==> src/rtl/dsi_pkg.sv <==
package dsi_pkg;
  localparam int DATA_W   = 32;
  localparam int ADDR_W   = 2;
  localparam int NCHAN    = 2;
  localparam int NIB_W    = 4;
  localparam int CNT_LSB  = 16;
  localparam int PKT_BIT  = 0;
  localparam int TX_ERR_BIT = 1;
  localparam int RX_ERR_BIT = 2;
  localparam logic [ADDR_W-1:0] A_TX   = 2'd0;
  localparam logic [ADDR_W-1:0] A_RX   = 2'd1;
  localparam logic [ADDR_W-1:0] A_MASK = 2'd2;
  localparam logic [ADDR_W-1:0] A_PEND = 2'd3;

  function automatic int err_bit(int chan);
    return (chan == 0) ? TX_ERR_BIT : RX_ERR_BIT;
  endfunction
endpackage

==> src/rtl/dsi_chan_status.sv <==
module dsi_chan_status #(
  parameter int DATA_W  = 32,
  parameter int CNT_W   = 8,
  parameter int CNT_LSB = 16,
  parameter int ERR_BIT = 1
) (
  input  logic              clk,
  input  logic              rst,
  input  logic              pkt_evt,
  input  logic              err_evt,
  input  logic              pkt_ack,
  input  logic              err_clr,
  output logic [CNT_W-1:0]  cnt_o,
  output logic              flag_o,
  output logic              err_o,
  output logic [DATA_W-1:0] word_o
);
  localparam logic [CNT_W-1:0] CNT_MAX = {CNT_W{1'b1}};
  localparam logic [CNT_W-1:0] CNT_ONE = CNT_W'(1);

  logic [CNT_W-1:0] cnt_q, cnt_n;
  logic             flag_q, flag_n;
  logic             err_q, err_n;

  always_comb begin
    cnt_n  = cnt_q;
    flag_n = flag_q;
    unique case ({pkt_evt, pkt_ack})
      2'b10: begin
        cnt_n  = (cnt_q == CNT_MAX) ? cnt_q : cnt_q + CNT_ONE;
        flag_n = 1'b1;
      end
      2'b01: begin
        cnt_n  = (cnt_q == '0) ? cnt_q : cnt_q - CNT_ONE;
        flag_n = (cnt_n == '0) ? 1'b0 : flag_q;
      end
      2'b11: begin
        cnt_n  = cnt_q;
        flag_n = 1'b1;
      end
      default: ;
    endcase
    err_n = err_evt ? 1'b1 : (err_clr ? 1'b0 : err_q);
  end

  always_ff @(posedge clk) begin
    if (rst) begin
      cnt_q  <= '0;
      flag_q <= 1'b0;
      err_q  <= 1'b0;
    end else begin
      cnt_q  <= cnt_n;
      flag_q <= flag_n;
      err_q  <= err_n;
    end
  end

  always_comb begin
    word_o = '0;
    word_o[0] = flag_q;
    word_o[ERR_BIT] = err_q;
    word_o[CNT_LSB +: CNT_W] = cnt_q;
  end

  assign cnt_o  = cnt_q;
  assign flag_o = flag_q;
  assign err_o  = err_q;
endmodule

==> src/rtl/dsi_irq_comb.sv <==
module dsi_irq_comb #(
  parameter int NIB_W = 4,
  localparam int VEC_W = 2 * NIB_W
) (
  input  logic             clk,
  input  logic             rst,
  input  logic [NIB_W-1:0] tx_nib,
  input  logic [NIB_W-1:0] rx_nib,
  input  logic [VEC_W-1:0] mask,
  output logic [VEC_W-1:0] pending_o,
  output logic             irq_o
);
  logic [VEC_W-1:0] raw;
  logic             irq_q;

  assign raw       = {rx_nib, tx_nib};
  assign pending_o = mask & raw;

  always_ff @(posedge clk) begin
    if (rst) irq_q <= 1'b0;
    else     irq_q <= |pending_o;
  end

  assign irq_o = irq_q;
endmodule

==> src/rtl/dsi_status_irq.sv <==
module dsi_status_irq
  import dsi_pkg::*;
#(
  parameter int CNT_W = 8
) (
  input  logic              clk,
  input  logic              rst,
  input  logic              tx_sent_i,
  input  logic              tx_underrun_i,
  input  logic              rx_rcvd_i,
  input  logic              rx_overflow_i,
  input  logic              bus_wr_i,
  input  logic              bus_rd_i,
  input  logic [ADDR_W-1:0] bus_addr_i,
  input  logic [DATA_W-1:0] bus_wdata_i,
  output logic [DATA_W-1:0] bus_rdata_o,
  output logic              irq_o
);
  localparam int VEC_W = 2 * NIB_W;

  logic [NCHAN-1:0]  pkt_evt, err_evt;
  logic [CNT_W-1:0]  chan_cnt  [NCHAN];
  logic              chan_flag [NCHAN];
  logic              chan_err  [NCHAN];
  logic [DATA_W-1:0] chan_word [NCHAN];
  logic [VEC_W-1:0]  mask_q;
  logic [VEC_W-1:0]  pending;
  logic [DATA_W-1:0] rdata_q;
  logic              unused_wdata;

  assign pkt_evt = {rx_rcvd_i, tx_sent_i};
  assign err_evt = {rx_overflow_i, tx_underrun_i};
  assign unused_wdata = ^bus_wdata_i[DATA_W-1:VEC_W];

  for (genvar g = 0; g < NCHAN; g++) begin : g_chan
    localparam int EB = err_bit(g);
    logic sel;
    assign sel = bus_wr_i && (bus_addr_i == ADDR_W'(g));
    dsi_chan_status #(
      .DATA_W (DATA_W),
      .CNT_W  (CNT_W),
      .CNT_LSB(CNT_LSB),
      .ERR_BIT(EB)
    ) u_chan (
      .clk    (clk),
      .rst    (rst),
      .pkt_evt(pkt_evt[g]),
      .err_evt(err_evt[g]),
      .pkt_ack(sel && bus_wdata_i[PKT_BIT]),
      .err_clr(sel && bus_wdata_i[EB]),
      .cnt_o  (chan_cnt[g]),
      .flag_o (chan_flag[g]),
      .err_o  (chan_err[g]),
      .word_o (chan_word[g])
    );
  end

  always_ff @(posedge clk) begin
    if (rst)                                    mask_q <= '0;
    else if (bus_wr_i && bus_addr_i == A_MASK)  mask_q <= bus_wdata_i[VEC_W-1:0];
  end

  dsi_irq_comb #(.NIB_W(NIB_W)) u_irq (
    .clk      (clk),
    .rst      (rst),
    .tx_nib   (chan_word[0][NIB_W-1:0]),
    .rx_nib   (chan_word[1][NIB_W-1:0]),
    .mask     (mask_q),
    .pending_o(pending),
    .irq_o    (irq_o)
  );

  always_ff @(posedge clk) begin
    if (rst) begin
      rdata_q <= '0;
    end else if (bus_rd_i) begin
      unique case (bus_addr_i)
        A_TX:    rdata_q <= chan_word[0];
        A_RX:    rdata_q <= chan_word[1];
        A_MASK:  rdata_q <= DATA_W'(mask_q);
        default: rdata_q <= DATA_W'(pending);
      endcase
    end
  end

  assign bus_rdata_o = rdata_q;
endmodule

==> config.mk <==
export PLATFORM = sky130hd
export DESIGN_NAME = dsi_status_irq
export DESIGN_NICKNAME = d
export VERILOG_FILES = /design/src/rtl/dsi_pkg.sv /design/src/rtl/dsi_chan_status.sv /design/src/rtl/dsi_irq_comb.sv /design/src/rtl/dsi_status_irq.sv
export SDC_FILE = /design/constraint.sdc
export NUM_CORES = 1
export LEC_CHECK = 0
export BUFFER_PORTS_ARGS = -buffer_cell sky130_fd_sc_hd__buf_2
export CAP_MARGIN = 20
export CORE_MARGIN = 5
export CORE_UTILIZATION = 35
export DETAILED_ROUTE_END_ITERATION = 10
export HOLD_SLACK_MARGIN = 0.03
export PLACE_DENSITY_LB_ADDON = 0.05
export SYNTH_ARGS = -nofsm -noshare
export SYNTH_HDL_FRONTEND = slang
export SYNTH_SLANG_ARGS = --single-unit
==> constraint.sdc <==
create_clock -name clk -period 2.6 [get_ports clk]
set_input_delay 0.13 -clock clk [delete_from_list [all_inputs] [get_ports clk]]
set_output_delay 0.13 -clock clk [all_outputs]
set_load 0.02 [all_outputs]
==> run_results.csv, run 1 <==
group,metric,value,unit
layout,antenna_cells,0,
logic_synthesis,synthArstFlopShare,0,%
logic_synthesis,synth_fa_ha_area_share,2.618,%
sta,post-route-min-period,2.116,ns
worst_setup_path,cp_max_fo,6,
floorplan,coreArea,0.008093,mm^2
cts,cts_root_buf,"clkbuf_8",
logic_synthesis,synth_cells,359,
floorplan,initial_core_util,35.44,%
logic_synthesis,syn-cell-area,0.002868,mm^2
worst_hold_path,hp-start,"rx_overflow_i",
power,power_density,535.3,mW/mm^2
power,vdd_drop_max,0.0002413,V
placement,dp_hpwl,5.796,mm
cts,clk_path_buf_depth,2,
global_route,grt_usage,16.07,%
layout,finish.instance_area,0.003139,mm^2
logic_synthesis,synthSimpleGateAreaFrac,27.92,%
logic_synthesis,yosysUniqueCellTypes,61,
worst_setup_path,r2r-start,"g_chan[0].u_chan.cnt_o[1]",
sta,setup_ws,0.4837,ns
sta,report.final.setup_viol,0,
worst_setup_path,crit_slowest_cell,"a2111oi_0",
sta,skew,0.008477,ns
placement,placed_area,0.003035,mm^2
detailed_routing,wl,7.845,mm
global_route,grt_max_degree,35,
sta,max_slew_margin,54.11,%
worst_hold_path,min_path_type,"in -> reg",
sta,fmax,472.5,MHz
cts,cts_max_level,2,
worst_setup_path,end_kind,"register",
worst_setup_path,cp.arrival,2.36,ns
detailed_routing,ant_nets,0,
placement,gp_congestion,0.8330,
floorplan,pin_count,75,
worst_hold_path,hold_end,"g_chan[1].u_chan.err_o",
worst_setup_path,r2r_slack,0.48,ns
floorplan,rows,33,
logic_synthesis,muxShareOfSynthArea,4.363,%
global_route,grt_first_pass_wirelength,13.07,mm
worst_setup_path,path_cells,"inv_1 > ha_1 > nor3b_2 > a211oi_2 > buf_4 > a2111oi_0 > a311o_1",
detailed_routing,vias_per_cell,5.407,
cts,clk_latency,0.30,ns
logic_synthesis,ys_seq_area_share,31.41,%
logic_synthesis,synth_commonest_cells,"dfxtp_1 (45), nor2_1 (36), nand2_1 (32)",
floorplan,die_w,100.5,um
placement,post-place-ws,0.5078,ns
global_route,grt_overflow,0,
logic_synthesis,yosysMostFrequentCell,"dfxtp_1",
layout,area_delta_synth_final,9.468,%
logic_synthesis,synth_ff_type,"dfxtp_1",
logic_synthesis,synth_xor_area_share,1.222,%
job,cap_violations,0,
worst_setup_path,crit_type,"reg -> reg",
sta,tightest_slew,0.6884,ns
sta,rsz0062_at_grt,"false",
sta,finalCritPeriodShare,81.40,%
layout,drive_above_1_share,17.41,%
sta,hold_viol,0,
worst_setup_path,crit_path_start_kind,"register",
worst_setup_path,critPathRequiredTime,2.85,ns
worst_hold_path,min_path_cells,3,
logic_synthesis,synth_top_family_by_area,"simple AND/OR/NAND/NOR gates",
logic_synthesis,ys_ff_latch,45,
worst_setup_path,rr_worst_depth,7,
layout,nNetsFinal,427,
cts,post_cts_buffers,0,
detailed_routing,vias,2617,
cts,cts_resized,0,
cts,cts_inserted_buffers,5,
worst_setup_path,r2r_end,"g_chan[0].u_chan.cnt_o[1]",
detailed_routing,wl_per_cell,16.21,um
sta,timing.hold.ws,0.03778,ns
cts,path_clk_slew,0.09,ns
global_route,antenna_found_initial,0,
logic_synthesis,yosysTopAreaCellShare,31.41,%
logic_synthesis,avgSynthCellArea,7.988,um^2
outcome,status,"finished clean",
cts,cts_hold_buffers,0,
logic_synthesis,yosys.area.top_type,"dfxtp_1",
logic_synthesis,synth_compound_area_share,22.43,%
power,p_leak,1.224,nW
floorplan,die_h,100.5,um
global_route,grt_pass1_vias,2525,
cts,numClockSinks,45,
floorplan,dieArea,0.01010,mm^2
detailed_routing,dr.pass1.iters,4,
sta,fin_setup_tns,0,ns
worst_setup_path,cp_top_family,"compound AO/OA/AOI/OAI gates",
logic_synthesis,synth_edf_count,0,
sta,finalMaxSlewViolations,0,
logic_synthesis,yosys_warnings,0,
logic_synthesis,synthTopCellsByArea,"dfxtp_1 (31%), nor2_1 (4.7%), buf_4 (4.5%)",
worst_setup_path,critPathBufInv,2,
detailed_routing,drt-initial-drc-count,100,
worst_setup_path,critical-path-max-stage-delay,0.42,ns
placement,io_buffers,34,
detailed_routing,drc,0,
cts,cts_tree,"built",
## worst max path at each step
stage / startpoint / to / slack (ns) / cells past startpoint
final: g_chan[0].u_chan.cnt_o[1] / g_chan[0].u_chan.cnt_o[1] / 0.48 / 7
after detailed placement: g_chan[0].u_chan.cnt_o[1] / g_chan[0].u_chan.cnt_o[1] / 0.51 / 7
after global placement: g_chan[0].u_chan.cnt_o[1] / g_chan[0].u_chan.cnt_o[1] / 0.54 / 7
after global routing: g_chan[1].u_chan.cnt_o[1] / g_chan[1].u_chan.cnt_o[4] / 0.28 / 5
after CTS: g_chan[0].u_chan.cnt_o[1] / g_chan[0].u_chan.cnt_o[1] / 0.49 / 7
after floorplan: g_chan[0].u_chan.cnt_o[0] / g_chan[0].u_chan.cnt_o[1] / 0.62 / 7
## final cells by class
cell class | instances | area (um^2)
fill | 880 | 4954
clock buffer | 5 | 68.82
clock inverter | 2 | 35.03
multi-input combinational | 275 | 1739
inverter | 11 | 41.29
timing repair buffer | 41 | 222.7
tap | 105 | 131.4
sequential | 45 | 900.9
## logic make-up after synthesis
group,after synthesis
compound gates,93
xor+xnor,4
fa+ha+maj,6
buf+inv,54
flops,45
mux,12
other cells,1
simple gates,144
## flip-flops by register name, summed over array words and instances (netlist names)
name	count
g_chan.u_chan.cnt_o	16
g_chan.u_chan.err_o	2
bus_rdata_o	16
u_irq.irq_o	1
mask_q	8
g_chan.u_chan.flag_o	2
## worst min-delay path: stages
cell	delay, ns
buf_2	0.08
a21oi_1	0.03
nor2_1	0.06
## report_power, final
| group | total [W] | leakage (nW) | internal, W | switching [W] |
|---|---|---|---|---|
| Sequential | 0.000758 | 0.366 | 0.000715 | 0.0000421 |
| Clock | 0.000527 | 0.0540 | 0.000280 | 0.000247 |
| Combinational | 0.000396 | 0.804 | 0.000149 | 0.000247 |
## per-layer routing
metal	GRT usage, %	part of all wire (%)	wire, um	vias to the layer above
li1	-	-	-	1330
met5	0	0	0	-
met4	2.798	0.47	37	0
met3	2.422	3.7	294	4
met1	22.70	49	3829	1237
met2	26.30	47	3684	46
## through the flow
stage          power (W)  utilization (%)  instances
6_report        0.001681            38.79        484
5_1_grt         0.001786            38.79        484
4_1_cts         0.001698            38.79        484
3_5_place_dp    0.001169            37.51        477
3_3_place_gp    0.001167            37.51        477
2_1_floorplan   0.001081                -        374
## layout by cell type, fill, tap and decap left out, types with 3 or more instances in the layout
master / n
nor3_1: 12
a221oi_1: 3
nand2_1: 32
a311oi_1: 5
o21ai_0: 15
buf_4: 7
o31ai_1: 3
xnor2_1: 3
nand4_1: 7
nand3_1: 19
a211oi_1: 6
inv_1: 10
or3_1: 6
o21ai_1: 3
mux2_2: 4
clkbuf_8: 5
nor2_1: 36
a22oi_1: 11
or2_1: 4
conb_1: 16
a21oi_1: 24
buf_2: 34
mux2i_1: 8
ha_1: 6
o211ai_1: 4
nor2b_1: 6
dfxtp_1: 45
Note: power is estimated with default switching activity, not from simulation.
==> run 2: changes to the inputs <==
- clock period: 2.6 -> 1.9 ns (I/O delays scaled with it)
==> run 2 against run 1 <==
Net effect:
- hold slack got worse by 0.0029 ns
- critical path depth unchanged
- final cell count increased by 6.4%
- largest cell class unchanged
- critical endpoint is now g_chan[1].u_chan.flag_o
- clock power increased by 50%
- utilization increased by 3.8 points
==> run_results.csv, run 2 (same netlist as run 1, synthesis figures left out) <==
group,metric,value,unit
power,power_density,714.4,mW/mm^2
global_route,met3_usage,2.145,%
job,cap_violations,0,
worst_hold_path,hold_end,"mask_q[4]",
global_route,globalRouteMet1Util,24.59,%
worst_setup_path,crit_slowest_cell,"or4b_4",
detailed_routing,vias,2747,
sta,tightest_slew,0.5576,ns
global_route,grt_usage,16.67,%
detailed_routing,vias_per_cell,5.334,
worst_hold_path,min_path_cells,3,
layout,area_delta_synth_final,20.16,%
detailed_routing,dr.pass1.iters,4,
cts,cts_inserted_buffers,5,
worst_setup_path,critical-path-max-stage-delay,0.50,ns
sta,post-route-min-period,1.767,ns
sta,max_slew_margin,61.87,%
placement,io_buffers,34,
floorplan,die_w,100.5,um
worst_hold_path,min_path_type,"in -> reg",
floorplan,rows,33,
layout,nNetsFinal,457,
power,switchingPower,0.0007743,W
power,internal-power,0.001687,W
detailed_routing,drt-initial-drc-count,91,
global_route,grt_first_pass_wirelength,13.57,mm
global_route,grt_overflow,0,
cts,cts_max_level,2,
cts,numClockSinks,45,
global_route,antenna_found_initial,0,
sta,fmax,566.0,MHz
worst_setup_path,end_kind,"register",
floorplan,initial_core_util,35.44,%
layout,drive_above_1_share,26.10,%
detailed_routing,drc,0,
layout,final_core_util,42.58,%
placement,dp_hpwl,6.032,mm
power,p_comb_share,26.3,%
layout,layout_common_cells,"dfxtp_1 (40), nor2_1 (36), buf_4 (35)",
floorplan,pin_count,75,
floorplan,coreArea,0.008093,mm^2
sta,hold_viol,0,
global_route,grt.met2_usage,25.54,%
worst_setup_path,path_cells,"inv_1 > ha_1 > or4b_4 > nor3_1 > a21oi_1 > a211oi_1 > a31oi_1",
power,p_seq_share,41.7,%
sta,fin_setup_tns,0,ns
power,swShare,31.46,%
floorplan,dieArea,0.01010,mm^2
global_route,busiest_layer,"met2",
worst_setup_path,r2r-start,"g_chan[1].u_chan.cnt_o[1]",
sta,finalCritPeriodShare,92.99,%
sta,skew,0.008016,ns
worst_setup_path,rr_worst_depth,7,
cts,cts_root_buf,"clkbuf_8",
worst_setup_path,r2r_slack,0.13,ns
layout,antenna_cells,0,
cts,post_cts_buffers,0,
cts,clk_latency,0.30,ns
worst_setup_path,crit_type,"reg -> reg",
floorplan,die_h,100.5,um
cts,clk_path_buf_depth,2,
sta,finalMaxSlewViolations,0,
sta,report.final.setup_viol,0,
global_route,grt_pass1_vias,2677,
detailed_routing,ant_nets,0,
global_route,grt_max_degree,28,
placement,gp_congestion,0.8042,
power,p_leak,1.396,nW
power,power,0.002462,W
placement,placed_area,0.003246,mm^2
worst_setup_path,r2r_end,"g_chan[1].u_chan.flag_o",
worst_setup_path,cp.arrival,1.95,ns
worst_hold_path,hp-start,"bus_wdata_i[4]",
worst_setup_path,crit_path_start_kind,"register",
detailed_routing,wl_per_cell,15.76,um
outcome,status,"finished clean",
detailed_routing,wl,8.116,mm
cts,cts_tree,"built",
worst_setup_path,critPathRequiredTime,2.08,ns
layout,final_common_cell,"dfxtp_1",
layout,finish.instance_area,0.003446,mm^2
cts,path_clk_slew,0.10,ns
worst_setup_path,cp_max_fo,8,
power,vdd_drop_max,0.0003254,V
sta,rsz0062_at_grt,"false",
power,clkPwrFrac,32.0,%
-- run 2: changes by cell type in the layout (fill, tap and decap cells not counted), sizes merged --
cell,before,now
buf,41,69
dlygate4sd3,0,2
clkbuf,5,6
clkinvlp,0,1
clkinv,2,1
-- run 2: per-layer routing --
layer	vias to the layer above	routed length, um
li1	1380	-
met5	-	0
met4	0	83
met1	1298	4052
met3	9	294
met2	60	3685
-- run 2: what timing repair did --
item                                    in CTS  in global routing
hold endpoints to repair                     2                  0
endpoints found under the setup margin       0                  8
gates resized for setup                      0                 16
hold buffers                                 2                  0
-- run 2: final cells by class --
| type | instances | area [um^2] |
|---|---|---|
| Sequential cell | 45 | 909.6 |
| Multi-Input combinational cell | 275 | 1790 |
| Inverter | 11 | 41.29 |
| Timing Repair Buffer | 71 | 452.9 |
| Fill cell | 865 | 4647 |
| Clock inverter | 2 | 37.54 |
| Tap cell | 105 | 131.4 |
| Clock buffer | 6 | 82.58 |
-- run 2: worst max path at each step --
stage	start	end	cells past startpoint
final	g_chan[1].u_chan.cnt_o[1]	g_chan[1].u_chan.flag_o	7
after global routing	g_chan[0].u_chan.cnt_o[1]	g_chan[0].u_chan.flag_o	8
after detailed placement	g_chan[1].u_chan.cnt_o[1]	g_chan[1].u_chan.flag_o	7
after global placement	g_chan[1].u_chan.cnt_o[1]	g_chan[1].u_chan.flag_o	7
after floorplan	g_chan[0].u_chan.cnt_o[0]	g_chan[0].u_chan.cnt_o[1]	7
after CTS	g_chan[1].u_chan.cnt_o[1]	g_chan[1].u_chan.flag_o	7
-- run 2: stage by stage --
step                std cells  setup WS (ns)  hold slack [ns]
floorplan                 374        0.05777           0.2124
global placement          505        0.08329           0.3036
detailed placement        505        0.06268           0.3192
CTS                       515        0.03569          0.03343
global route              515        0.02049          0.04316
finish                    515         0.1331          0.03485
-- run 2: power groups by stage --
stage | sequential (W) | combinational (W) | clock (W)
after global placement | 0.00104 | 0.000608 | 0
after detailed placement | 0.00104 | 0.000605 | 0
after global routing | 0.00103 | 0.000723 | 0.000839
after CTS | 0.00102 | 0.000612 | 0.000814
after floorplan | 0.00104 | 0.000444 | 0
final | 0.00103 | 0.000647 | 0.000789
-- run 2: critical path, delay by kind of cell (launching register included) --
kind	cells	cell delay [ns]
AO/OA/AOI/OAI	3	0.38
adder cells (fa/ha/maj)	1	0.16
buffers and inverters	1	0.08
flip-flops	1	0.38
AND/OR/NAND/NOR	2	0.66
